**src/rtl/castout_arb_pkg.sv**
```systemverilog
package castout_arb_pkg;

  typedef enum logic [2:0] {
    ST_IDLE      = 3'd0,
    ST_WAIT_FREE = 3'd1,
    ST_WAIT_SLOT = 3'd2,
    ST_REQUEST   = 3'd3,
    ST_BACKOFF   = 3'd4,
    ST_TRANSFER  = 3'd5
  } arb_state_e;

  typedef enum logic {
    SRC_CASTOUT = 1'b0,
    SRC_SNOOP   = 1'b1
  } req_src_e;

  // A new castout request may begin: line free and our slot is up.
  function automatic logic slot_open(logic line_busy, int unsigned cnt,
                                     int unsigned id);
    return !line_busy && (cnt == id);
  endfunction

  // Next slot value, modulo the number of slots.
  function automatic int unsigned slot_step(int unsigned cnt,
                                            int unsigned n_slots);
    return (cnt + 1) % n_slots;
  endfunction

  // Value loaded into the backoff down-counter.
  function automatic int unsigned backoff_load(int unsigned cycles);
    return (cycles > 0) ? cycles - 1 : 0;
  endfunction

endpackage

```
**src/rtl/slot_counter.sv**
```systemverilog
module slot_counter #(
  parameter int SLOT_W = 2
) (
  input  logic              clk,
  input  logic              sync_rst,
  output logic [SLOT_W-1:0] cnt
);
  import castout_arb_pkg::*;

  localparam int unsigned N_SLOTS = 1 << SLOT_W;

  logic [SLOT_W-1:0] cnt_nxt;

  always_comb begin
    cnt_nxt = SLOT_W'(slot_step(int'(cnt), N_SLOTS));
  end

  always_ff @(posedge clk) begin
    if (sync_rst) cnt <= '0;
    else          cnt <= cnt_nxt;
  end
endmodule

```
**src/rtl/slot_gate.sv**
```systemverilog
module slot_gate #(
  parameter int SLOT_W = 2
) (
  input  logic [SLOT_W-1:0] cnt,
  input  logic [SLOT_W-1:0] cfg_id,
  input  logic              breq_in,
  output logic              may_assert
);
  import castout_arb_pkg::*;

  always_comb begin
    may_assert = slot_open(breq_in, int'(cnt), int'(cfg_id));
  end
endmodule

```
**src/rtl/req_fsm.sv**
```systemverilog
module req_fsm #(
  parameter int BACKOFF_CYC = 2
) (
  input  logic                        clk,
  input  logic                        sync_rst,
  input  logic                        castout_pend,
  input  logic                        snoop_dirty,
  input  logic                        breq_in,
  input  logic                        aretry_in,
  input  logic                        fdn_in,
  input  logic                        bus_grant,
  input  logic                        xfer_done,
  input  logic                        may_assert,
  output castout_arb_pkg::arb_state_e state,
  output castout_arb_pkg::req_src_e   src,
  output logic                        fdn_seen,
  output logic                        ev_snoop_take,
  output logic                        ev_backoff,
  output logic                        ev_grant,
  output logic                        ev_done
);
  import castout_arb_pkg::*;

  localparam int BO_W = (BACKOFF_CYC > 2) ? $clog2(BACKOFF_CYC) : 1;
  localparam logic [BO_W-1:0] BO_INIT = BO_W'(backoff_load(BACKOFF_CYC));

  arb_state_e      nxt;
  req_src_e        src_nxt;
  logic [BO_W-1:0] bo_cnt;
  logic            can_snoop;
  logic            co_retry;
  logic            ev_slot;

  always_comb begin
    can_snoop = (state == ST_IDLE) || (state == ST_WAIT_FREE) ||
                (state == ST_WAIT_SLOT) || (state == ST_BACKOFF);
    co_retry  = (state == ST_REQUEST) && (src == SRC_CASTOUT) && aretry_in;
  end

  always_comb begin
    nxt           = state;
    src_nxt       = src;
    ev_snoop_take = 1'b0;
    ev_backoff    = 1'b0;
    ev_grant      = 1'b0;
    ev_done       = 1'b0;
    ev_slot       = 1'b0;
    if (can_snoop && snoop_dirty) begin
      nxt           = ST_REQUEST;
      src_nxt       = SRC_SNOOP;
      ev_snoop_take = 1'b1;
    end else begin
      unique case (state)
        ST_IDLE: begin
          if (castout_pend) nxt = breq_in ? ST_WAIT_FREE : ST_WAIT_SLOT;
        end
        ST_WAIT_FREE, ST_WAIT_SLOT: begin
          if (!castout_pend) begin
            nxt = ST_IDLE;
          end else if (may_assert) begin
            nxt     = ST_REQUEST;
            src_nxt = SRC_CASTOUT;
            ev_slot = 1'b1;
          end else begin
            nxt = breq_in ? ST_WAIT_FREE : ST_WAIT_SLOT;
          end
        end
        ST_REQUEST: begin
          if (co_retry) begin
            nxt        = ST_BACKOFF;
            ev_backoff = 1'b1;
          end else if (bus_grant) begin
            nxt      = ST_TRANSFER;
            ev_grant = 1'b1;
          end
        end
        ST_BACKOFF: begin
          if (bo_cnt == '0) nxt = castout_pend ? ST_WAIT_FREE : ST_IDLE;
        end
        ST_TRANSFER: begin
          if (xfer_done) begin
            nxt     = ST_IDLE;
            ev_done = 1'b1;
          end
        end
        default: nxt = ST_IDLE;
      endcase
    end
  end

  always_ff @(posedge clk) begin
    if (sync_rst) begin
      state    <= ST_IDLE;
      src      <= SRC_CASTOUT;
      fdn_seen <= 1'b0;
      bo_cnt   <= '0;
    end else begin
      state <= nxt;
      src   <= src_nxt;
      if (ev_backoff) begin
        fdn_seen <= fdn_in;
        bo_cnt   <= BO_INIT;
      end else if (state == ST_BACKOFF && bo_cnt != '0) begin
        bo_cnt <= bo_cnt - 1'b1;
      end
      if (ev_slot) fdn_seen <= 1'b0;
    end
  end
endmodule

```
**src/rtl/line_drive.sv**
```systemverilog
module line_drive (
  input  logic                        clk,
  input  logic                        sync_rst,
  input  castout_arb_pkg::arb_state_e state,
  input  castout_arb_pkg::req_src_e   src,
  input  logic                        fdn_seen,
  input  logic                        ev_snoop_take,
  input  logic                        ev_grant,
  input  logic                        ev_done,
  output logic                        req_oe,
  output logic                        req_val,
  output logic                        retry_drv,
  output logic                        co_go,
  output logic                        pend_clr
);
  import castout_arb_pkg::*;

  logic holding;

  always_comb begin
    holding = (state == ST_REQUEST) || (state == ST_TRANSFER);
    req_val = holding;
    req_oe  = holding || ((state == ST_BACKOFF) && !fdn_seen);
  end

  always_ff @(posedge clk) begin
    if (sync_rst) begin
      retry_drv <= 1'b0;
      co_go     <= 1'b0;
      pend_clr  <= 1'b0;
    end else begin
      retry_drv <= ev_snoop_take;
      co_go     <= ev_grant;
      pend_clr  <= ev_done && (src == SRC_CASTOUT);
    end
  end
endmodule

```
**src/rtl/castout_arb.sv**
```systemverilog
module castout_arb #(
  parameter int SLOT_W      = 2,
  parameter int BACKOFF_CYC = 2
) (
  input  logic              clk,
  input  logic              sync_rst,
  input  logic [SLOT_W-1:0] cfg_id,
  input  logic              castout_pend,
  input  logic              snoop_dirty,
  input  logic              breq_in,
  input  logic              aretry_in,
  input  logic              fdn_in,
  input  logic              bus_grant,
  input  logic              xfer_done,
  output logic              req_oe,
  output logic              req_val,
  output logic              retry_drv,
  output logic              co_go,
  output logic              pend_clr
);
  import castout_arb_pkg::*;

  logic [SLOT_W-1:0] slot_cnt;
  logic              may_assert;
  arb_state_e        fsm_state;
  req_src_e          req_src;
  logic              fdn_seen;
  logic              ev_snoop_take;
  logic              ev_backoff;
  logic              ev_grant;
  logic              ev_done;

  slot_counter #(.SLOT_W(SLOT_W)) u_cnt (
    .clk      (clk),
    .sync_rst (sync_rst),
    .cnt      (slot_cnt)
  );

  slot_gate #(.SLOT_W(SLOT_W)) u_gate (
    .cnt        (slot_cnt),
    .cfg_id     (cfg_id),
    .breq_in    (breq_in),
    .may_assert (may_assert)
  );

  req_fsm #(.BACKOFF_CYC(BACKOFF_CYC)) u_fsm (
    .clk           (clk),
    .sync_rst      (sync_rst),
    .castout_pend  (castout_pend),
    .snoop_dirty   (snoop_dirty),
    .breq_in       (breq_in),
    .aretry_in     (aretry_in),
    .fdn_in        (fdn_in),
    .bus_grant     (bus_grant),
    .xfer_done     (xfer_done),
    .may_assert    (may_assert),
    .state         (fsm_state),
    .src           (req_src),
    .fdn_seen      (fdn_seen),
    .ev_snoop_take (ev_snoop_take),
    .ev_backoff    (ev_backoff),
    .ev_grant      (ev_grant),
    .ev_done       (ev_done)
  );

  line_drive u_drv (
    .clk           (clk),
    .sync_rst      (sync_rst),
    .state         (fsm_state),
    .src           (req_src),
    .fdn_seen      (fdn_seen),
    .ev_snoop_take (ev_snoop_take),
    .ev_grant      (ev_grant),
    .ev_done       (ev_done),
    .req_oe        (req_oe),
    .req_val       (req_val),
    .retry_drv     (retry_drv),
    .co_go         (co_go),
    .pend_clr      (pend_clr)
  );
endmodule

```
**config.mk**
```make
export PLATFORM = sky130hd
export DESIGN_NAME = castout_arb
export DESIGN_NICKNAME = d
export VERILOG_FILES = /design/src/rtl/castout_arb_pkg.sv /design/src/rtl/slot_counter.sv /design/src/rtl/slot_gate.sv /design/src/rtl/req_fsm.sv /design/src/rtl/line_drive.sv /design/src/rtl/castout_arb.sv
export SDC_FILE = /design/constraint.sdc
export NUM_CORES = 1
export LEC_CHECK = 0
export BUFFER_PORTS_ARGS = -buffer_cell sky130_fd_sc_hd__buf_4
export CORE_MARGIN = 4
export CORE_UTILIZATION = 45
export CTS_CLUSTER_SIZE = 10
export DETAILED_ROUTE_END_ITERATION = 12
export GPL_ROUTABILITY_DRIVEN = 1
export PLACE_DENSITY = 0.69
export SYNTH_ARGS = -nofsm -noshare
export SYNTH_HDL_FRONTEND = slang
export SYNTH_SLANG_ARGS = --single-unit
```
**constraint.sdc**
```tcl
create_clock -name clk -period 3.8 [get_ports clk]
set_clock_uncertainty 0.15 [all_clocks]
set_input_delay 0.57 -clock clk [delete_from_list [all_inputs] [get_ports clk]]
set_output_delay 0.57 -clock clk [all_outputs]
set_load 0.03 [all_outputs]
```
## After elaboration in Yosys (flattened, before gate mapping)

Cells that the tools add are included.

- Register bits after elaboration: 11
- Input bits: 11
- Output and inout port bits: 5
- Word-level logic and storage cells: 82

- Add/sub/neg operators: 2
- Equal/unequal tests: 14
- Mux-type cells: 29
- Bitwise gates (word level): 2
- Reductions and logical operators: 26

Operators by type and width:

| kind | number |
|---|---|
| $mux W3 | 7 |
| $mux W1 | 19 |
| $pmux W3 S5 | 1 |
| $ne A3 B3 Y1 const B | 4 |
| $reduce_and A4 Y1 | 2 |
| $reduce_bool A2 Y1 | 4 |
| $logic_and A1 B1 Y1 | 7 |
| $eq A3 B2 Y1 const B | 2 |
| $eq A3 B3 Y1 const B | 2 |
| $ne A2 B2 Y1 const B | 3 |
| $reduce_or A2 Y1 | 3 |
| $logic_or A1 B1 Y1 | 5 |
| $mux W2 | 2 |
| $ne A4 B4 Y1 const B | 1 |
| $reduce_or A4 Y1 | 1 |
| $eq A3 B1 Y1 const B | 1 |
| $logic_not A3 Y1 | 1 |
| $reduce_and A3 Y1 | 1 |
| $add A2 B1 Y2 const B | 1 |
| $eq A2 B2 Y1 | 1 |
| $logic_not A1 Y1 | 2 |
| $not A1 Y1 | 2 |
| $sub A1 B1 Y1 const B | 1 |

## Logic depth before layout (Yosys ltp)

Gate-level depths: netlist of the first run.

- Depth in word-level cells: 7
- Mapped depth: 5
- Gate-level depth less buffers: 4

## Modules after synthesis

A second synthesis of the first run with hierarchy kept.

- Cell total of the unflattened synthesis: 79
- Area, all modules: 658.1 sq um

Modules (own cells, without submodules):

| module | instances | cells an instance | area an instance (sq um) | sequential area each (sq um) |
|---|---|---|---|---|
| req_fsm | 1 | 61 | 464.2 | 120.1 |
| line_drive | 1 | 10 | 110.1 | 60.1 |
| slot_counter | 1 | 5 | 56.3 | 40.0 |
| slot_gate | 1 | 3 | 27.5 | 0.0 |

## Worst setup path after synthesis of the first run

Ideal clock, no wire load.

- Path type: register -> output
- Start: reg u_fsm.state[1]
- End: out req_val
- Arrival time: 1,034 ps
- Data required time: 3,080 ps
- Slack: 2,046 ps
- Stages on the path, launching flop included: 4
- Path buffers: 1
- Cells stage by stage: dfxtp_1 -> buf_6 -> xnor2_1 -> nor2_1

- Word-level cells in the longest chain between the ends: 2
- Elaborated cells between the ends (all ways): 3
- Those cells by class: eq/ne: 2; reduce/logical: 1

RTL lines:

| what | line | RTL |
|---|---|---|
| start: declaration | req_fsm.sv:14 | `output castout_arb_pkg::arb_state_e state,` |
| start signal: assignment | req_fsm.sv:98 | `state <= nxt;` |
| $eq A3 B2 Y1 / $eq A3 B3 Y1 (equally long branches) | line_drive.sv:21 | `holding = (state == ST_REQUEST) \|\| (state == ST_TRANSFER);` |
| $logic_or A1 B1 Y1 * | line_drive.sv:21 |  |
| end: declaration | castout_arb.sv:16 | `output logic req_val,` |

Mark *: on every way between the ends. The rest lies on a longest branch, timed or not.

## Final worst setup path of the first run

- Start: reg u_fsm.state[1]
- End: out req_oe

- Word-level cells in the longest chain between the ends: 3
- Elaborated cells between the ends (all ways): 6
- Those cells by class: eq/ne: 3; reduce/logical: 3

RTL lines:

| what | line | RTL |
|---|---|---|
| $eq A3 B2 Y1 (tied with other cells) | line_drive.sv:21 |  |
| $logic_or A1 B1 Y1 / $logic_and A1 B1 Y1 (equally long branches) | line_drive.sv:21, line_drive.sv:23 |  |
| $logic_or A1 B1 Y1 * | line_drive.sv:23 | `req_oe = holding \|\| ((state == ST_BACKOFF) && !fdn_seen);` |
| end: declaration | castout_arb.sv:15 | `output logic req_oe,` |

Marked as above.

==> results_dict.tcl, run 1 <==
set metrics [dict create \
    core_area_sq_mm 0.00137 \
    cts_tree "done" \
    clk_root_buffer_cell "clkbuf_4" \
    status "complete, no violations" \
    dp_hpwl_mm 1.15 \
    holdBufCountCts 0 \
    syn_avg_cell_area_sq_um 8.39 \
    fmax_mhz 456 \
    cts-htree-levels 1 \
    ctsResizeCount 0 \
    rows 13 \
    synthTopCellsByArea "dfxtp_1 (32%), xnor2_1 (5.2%), nor2_1 (5.0%), inv_1 (3.3%), o21a_1 (3.3%)" \
    antenna_found_initial 0 \
    ys_ff_latch 11 \
    worst_hold_slack_ns 0.330 \
    dp.cells 107 \
    gp_congestion 0.806 \
    design.die.area_sq_mm 0.00220 \
    rsz0062_at_grt "false" \
    cts_max_path_buffers 2 \
    critPathKind "register to output pin" \
    synth_most_common_cell "dfxtp_1" \
    path_cells "nand3b_1 > nand2_1 > buf_4" \
    antennaDiodeCount 0 \
    min_path_cells 1 \
    syn-cell-area_sq_um 679 \
    synth-edff-count 0 \
    rr_worst_depth 4 \
    grt_pass1_vias 562 \
    dieWidth_microns 46.9 \
    hp-class "register to register" \
    yosysSeqAreaShare_pct 32.4 \
    netlist_instances 81 \
    cp_slowest_cell "dfxtp_1" \
    netlist_top_cells_count "dfxtp_1 (11), nor2_1 (9), inv_1 (6)" \
    nNetsFinal 108 \
    tightest_slew_ns 0.537 \
    period_needed_ns 2.19 \
    wl_mm 1.56 \
    ant_nets 0 \
    io_pins 16 \
    fin_crit_sh_pct 57.7 \
    setup_viol_count_final 0 \
    cap_violations 0 \
    clock_latency_ns 0.28 \
    max_stage_delay_ns 0.66 \
    cpLargestDelayFamily "flip-flops" \
    start_util_pct 49.7 \
    synth_fp_nets 92 \
    tns_ns 0 \
    cp.arrival_ns 1.47 \
    clock_sinks 11 \
    synth_top_cell_by_area "dfxtp_1" \
    fin_cells 111 \
    die_h_microns 46.9 \
    critPathCaptureType "output pin" \
    grt_overflow_total 0 \
    grt_pass1_wl_mm 2.51 \
    slew_headroom_pct 64.2 \
    async_flop_share_pct 0 \
    cp.depth 3 \
    layout-drive-gt1-share_pct 24.0 \
    vias 646 \
    synth_flop_cell "dfxtp_1" \
    ir_worst_vdd_uv 219 \
    cp_max_fo 16 \
    drt_iter0_markers 22 \
    power_density_mw_per_mm2 384 \
    portBuffers 15 \
    grt_usage_pct 16.0 \
    start_kind "register" \
    ys_warn_count 0 \
    postCtsSetupBuffers 0 \
    ys_types 38 \
    clkSlewWorstSetupHoldPaths_ns 0.08 \
    cts_buffers 3 \
    synthToLayoutAreaGrowth_pct 19.2 \
    drt-wirelength-per-cell_microns 14.1 \
    drc 0 \
    fin_util_pct 59.2 \
    num-fill-cells 131 \
    finalHoldViolations 0 \
    p_leak_uw 0.000324 \
    drt_pass1_iterations 4 \
    yosysTopAreaCellShare_pct 32.4 \
    drv_slew 0 \
    cp.buffers_inverters 1 \
    vias_per_cell 5.82 \
    crit_required_ns 3.08 \
    grt_max_degree 17 \
]
==> layout make-up <==
| cell class | instances | area [sq um] | area share [%] |
|---|---|---|---|
| Tap cell | 15 | 18.8 | 2.32 |
| Timing Repair Buffer | 15 | 113 | 13.9 |
| Clock buffer | 4 | 26.3 | 3.25 |
| Sequential cell | 11 | 220 | 27.2 |
| Multi-Input combinational cell | 60 | 409 | 50.5 |
| Inverter | 6 | 22.5 | 2.78 |
==> cells by family (layout without fill, tap and decap cells) <==
group	count (synthesis)	after routing	share of synthesized area (%)
compound gates	26	26	28.9
xor+xnor	5	5	7.55
mux	1	1	1.47
simple gates	28	28	22.3
flops	11	11	32.4
buf+inv	10	25	7.37
==> power by group <==
| group | total [uW] | switching, uW | internal (uW) | leakage, uW |
|---|---|---|---|---|
| Clock | 85.1 | 44.3 | 40.7 | 0.0000150 |
| Combinational | 83.8 | 44.3 | 39.6 | 0.000219 |
| Sequential | 142 | 17.6 | 124 | 0.0000905 |
==> final timing paths <==
path / from / end / slack, ns
max: u_fsm.state[1]$_SDFFE_PP0P_ / req_oe / 1.61
min: u_cnt.cnt[0]$_SDFF_PP0_ / u_cnt.cnt[0]$_SDFF_PP0_ / 0.33
min reg2reg: u_cnt.cnt[0]$_SDFF_PP0_ / u_cnt.cnt[0]$_SDFF_PP0_ / 0.33
max reg2reg: u_fsm.state[2]$_SDFFE_PP0P_ / u_fsm.state[0]$_SDFFE_PP0P_ / 1.91
==> cell usage in the layout, fill, tap and decap left out, types with 2 or more instances in the layout <==
cell	Yosys	routed
buf_4	1	15
a21oi_1	4	4
o21ai_0	3	3
nor2b_1	3	3
a31oi_1	2	2
nor2_1	9	9
o21a_1	3	3
or4_1	2	2
xnor2_1	4	4
nor3_1	2	2
a311oi_1	2	2
nand3b_1	2	2
clkbuf_4	0	3
nand2_1	4	4
inv_1	6	6
dfxtp_1	11	11
==> metrics by stage <==
step	setup WS [ns]	total power (uW)	cell area, sq um
after global routing	1.49	324	810
final	1.61	311	810
after floorplan	2.05	206	679
after detailed placement	1.91	227	783
after CTS	1.61	309	810
after global placement	1.95	226	783
==> state kept, by name, indices dropped and copies added (netlist names) <==
name,count
u_drv.pend_clr,1
u_fsm.src,1
u_fsm.state,3
u_cnt.cnt,2
u_drv.co_go,1
u_fsm.fdn_seen,1
u_drv.retry_drv,1
u_fsm.bo_cnt,1
==> metal layers <==
layer | GRT usage, % | vias up | wire length, microns
li1 | - | 321 | -
met1 | 22.3 | 287 | 693
met2 | 22.2 | 32 | 695
met3 | 3.07 | 6 | 136
met4 | 10.5 | 0 | 36
met5 | 0 | - | 0
Note: power is estimated with default switching activity, not from simulation.
==> run 2, diff against run 1 <==
--- a/config.mk
+++ b/config.mk
@@ -5,13 +5,14 @@
 export SDC_FILE = /design/constraint.sdc
 export NUM_CORES = 1
 export LEC_CHECK = 0
+export ABC_AREA = 1
 export BUFFER_PORTS_ARGS = -buffer_cell sky130_fd_sc_hd__buf_4
 export CORE_MARGIN = 4
-export CORE_UTILIZATION = 45
+export CORE_UTILIZATION = 44
 export CTS_CLUSTER_SIZE = 10
 export DETAILED_ROUTE_END_ITERATION = 12
 export GPL_ROUTABILITY_DRIVEN = 1
-export PLACE_DENSITY = 0.69
+export PLACE_DENSITY = 0.71
 export SYNTH_ARGS = -nofsm -noshare
 export SYNTH_HDL_FRONTEND = slang
 export SYNTH_SLANG_ARGS = --single-unit
==> constraint.sdc (replaced) <==
create_clock -name clk -period 2 [get_ports clk]
set_clock_uncertainty 0.15 [all_clocks]
set_input_delay 0.3 -clock clk [delete_from_list [all_inputs] [get_ports clk]]
set_output_delay 0.3 -clock clk [all_outputs]
set_load 0.03 [all_outputs]
==> results_dict.tcl, run 2 <==
set metrics [dict create \
    grt_usage_pct 16.0 \
    ys_types 16 \
    grt_pass1_wl_mm 2.34 \
    drt_iter0_markers 11 \
    vias_per_cell 5.09 \
    status "complete, no violations" \
    clock_latency_ns 0.27 \
    vias 646 \
    multi_input_area_sq_um 318 \
    ir_worst_vdd_uv 379 \
    finalHoldViolations 0 \
    drc 0 \
    drv_slew 0 \
    cp_max_fo 5 \
    num-fill-cells 134 \
    r2r-start "u_fsm.state[0]$_SDFFE_PP0P_" \
    cts_tree "done" \
    ant_nets 0 \
    yosysSeqAreaShare_pct 36.8 \
    holdBufCountCts 0 \
    core_area_sq_mm 0.00128 \
    fin_crit_sh_pct 91.3 \
    antenna_found_initial 0 \
    synth_flop_cell "dfxtp_1" \
    worst_hold_slack_ns 0.0744 \
    dpl_worst_slack_ns 0.480 \
    syn_avg_cell_area_sq_um 6.43 \
    tightest_slew_ns 0.274 \
    postCtsSetupBuffers 0 \
    synth_fp_nets 104 \
    ys_warn_count 0 \
    startpoint "u_fsm.state[0]$_SDFFE_PP0P_" \
    dieWidth_microns 44.9 \
    gp_congestion 0.922 \
    period_needed_ns 1.83 \
    async_flop_share_pct 0 \
    ys_ff_latch 11 \
    synth_top_cell_by_area "dfxtp_1" \
    layout_common_cells "nand2_1 (28), inv_1 (16), buf_4 (15), nor2_1 (11), dfxtp_1 (11)" \
    critPathKind "register to output pin" \
    design.die.area_sq_mm 0.00201 \
    layout-drive-gt1-share_pct 21.4 \
    clkSlewWorstSetupHoldPaths_ns 0.07 \
    slew_headroom_pct 81.7 \
    wl_mm 1.43 \
    drt_pass1_iterations 5 \
    final_common_cell "nand2_1" \
    cts_max_path_buffers 2 \
    critPathCaptureType "output pin" \
    power_density_mw_per_mm2 754 \
    synthToLayoutAreaGrowth_pct 26.4 \
    cp_slowest_cell "dfxtp_1" \
    cp.arrival_ns 1.38 \
    start_util_pct 46.5 \
    rsz0062_at_grt "false" \
    netlist_instances 93 \
    seq_area_sq_um 220 \
    rows 13 \
    yosysTopAreaCellShare_pct 36.8 \
    p_leak_uw 0.000402 \
    crit_required_ns 1.55 \
    antennaDiodeCount 0 \
    max_stage_delay_ns 0.36 \
    largest_reg_flops 3 \
    dp_hpwl_mm 1.11 \
    die_h_microns 44.9 \
    netlist_top_cells_count "nand2_1 (28), inv_1 (16), dfxtp_1 (11), nor2_1 (11), a21oi_1 (8)" \
    clock_sinks 11 \
    drt-wirelength-per-cell_microns 11.3 \
    top_register "u_fsm.state" \
    grt_max_degree 8 \
    power_uw 570 \
    io_pins 16 \
    synth_most_common_cell "nand2_1" \
    fmax_mhz 548 \
    grt_pass1_vias 585 \
    start_kind "register" \
    synthTopCellsByArea "dfxtp_1 (37%), nand2_1 (18%), inv_1 (10%), nor2_1 (6.9%), a21oi_1 (6.7%)" \
    cts_buffers 3 \
    min_from "sync_rst" \
    clk_root_buffer_cell "clkbuf_4" \
    hp-class "input port to register" \
    cap_violations 0 \
    ctsResizeCount 0 \
    path_cells "nor2_1 > nand2_1 > o211ai_1 > buf_4" \
    tns_ns 0 \
    grt_overflow_total 0 \
    syn-cell-area_sq_um 598 \
    fin_util_pct 58.8 \
    nNetsFinal 124 \
    layout_setup_ws_ns 0.174 \
    cts-htree-levels 1 \
    portBuffers 15 \
    synth-edff-count 0 \
    setup_viol_count_final 0 \
    largestRegisters "u_fsm.state: 3 flops, u_cnt.cnt: 2 flops" \
]
-- run 2: path summary, 6_finish.rpt --
| check | end | slack [ns] | depth (start not counted) |
|---|---|---|---|
| max | req_oe | 0.17 | 4 |
| min | u_cnt.cnt[0]$_SDFF_PP0_ | 0.07 | 2 |
| max reg2reg | u_fsm.state[0]$_SDFFE_PP0P_ | 0.57 | 7 |
| min reg2reg | u_drv.pend_clr$_SDFF_PP0_ | 0.32 | 1 |
-- run 2: through the flow --
step	instance area [sq um]	instances
3_5_place_dp	729	123
3_3_place_gp	729	123
6_report	756	127
4_1_cts	756	127
5_1_grt	756	127
2_1_floorplan	598	93
-- run 2: critical path, delay by kind of cell, from the launching register on --
family | cells | cell delay, ns
buffers and inverters | 1 | 0.18
DFF | 1 | 0.36
and+or+nand+nor | 2 | 0.37
AOI/OAI and AO/OA | 1 | 0.18
-- run 2: cells by family after synthesis --
| logic type | Yosys count | synth area share [%] |
|---|---|---|
| AO/OA/AOI/OAI | 11 | 9.62 |
| XOR/XNOR | 1 | 1.46 |
| buffers and inverters | 16 | 10.0 |
| flip-flops | 11 | 36.8 |
| AND/OR/NAND/NOR | 54 | 42.1 |
-- run 2: layout make-up --
cell class	instances	area share [%]
Sequential cell	11	29.1
Inverter	16	7.95
Timing Repair Buffer	15	14.9
Clock buffer	4	3.48
Tap cell	15	2.48
Multi-Input combinational cell	66	42.1
-- run 2: power by group --
group	leakage, uW	internal, uW	switching, uW
Combinational	0.000297	61.2	96.1
Clock	0.0000150	77.4	78.7
Sequential	0.0000905	237	19.4
Total	0.000402	375	194
-- run 2: layer usage --
metal	global-route usage [%]	share of wire [%]
met4	8.77	0.77
met3	4.78	6.2
met5	0	0
met1	19.5	47
met2	25.2	46
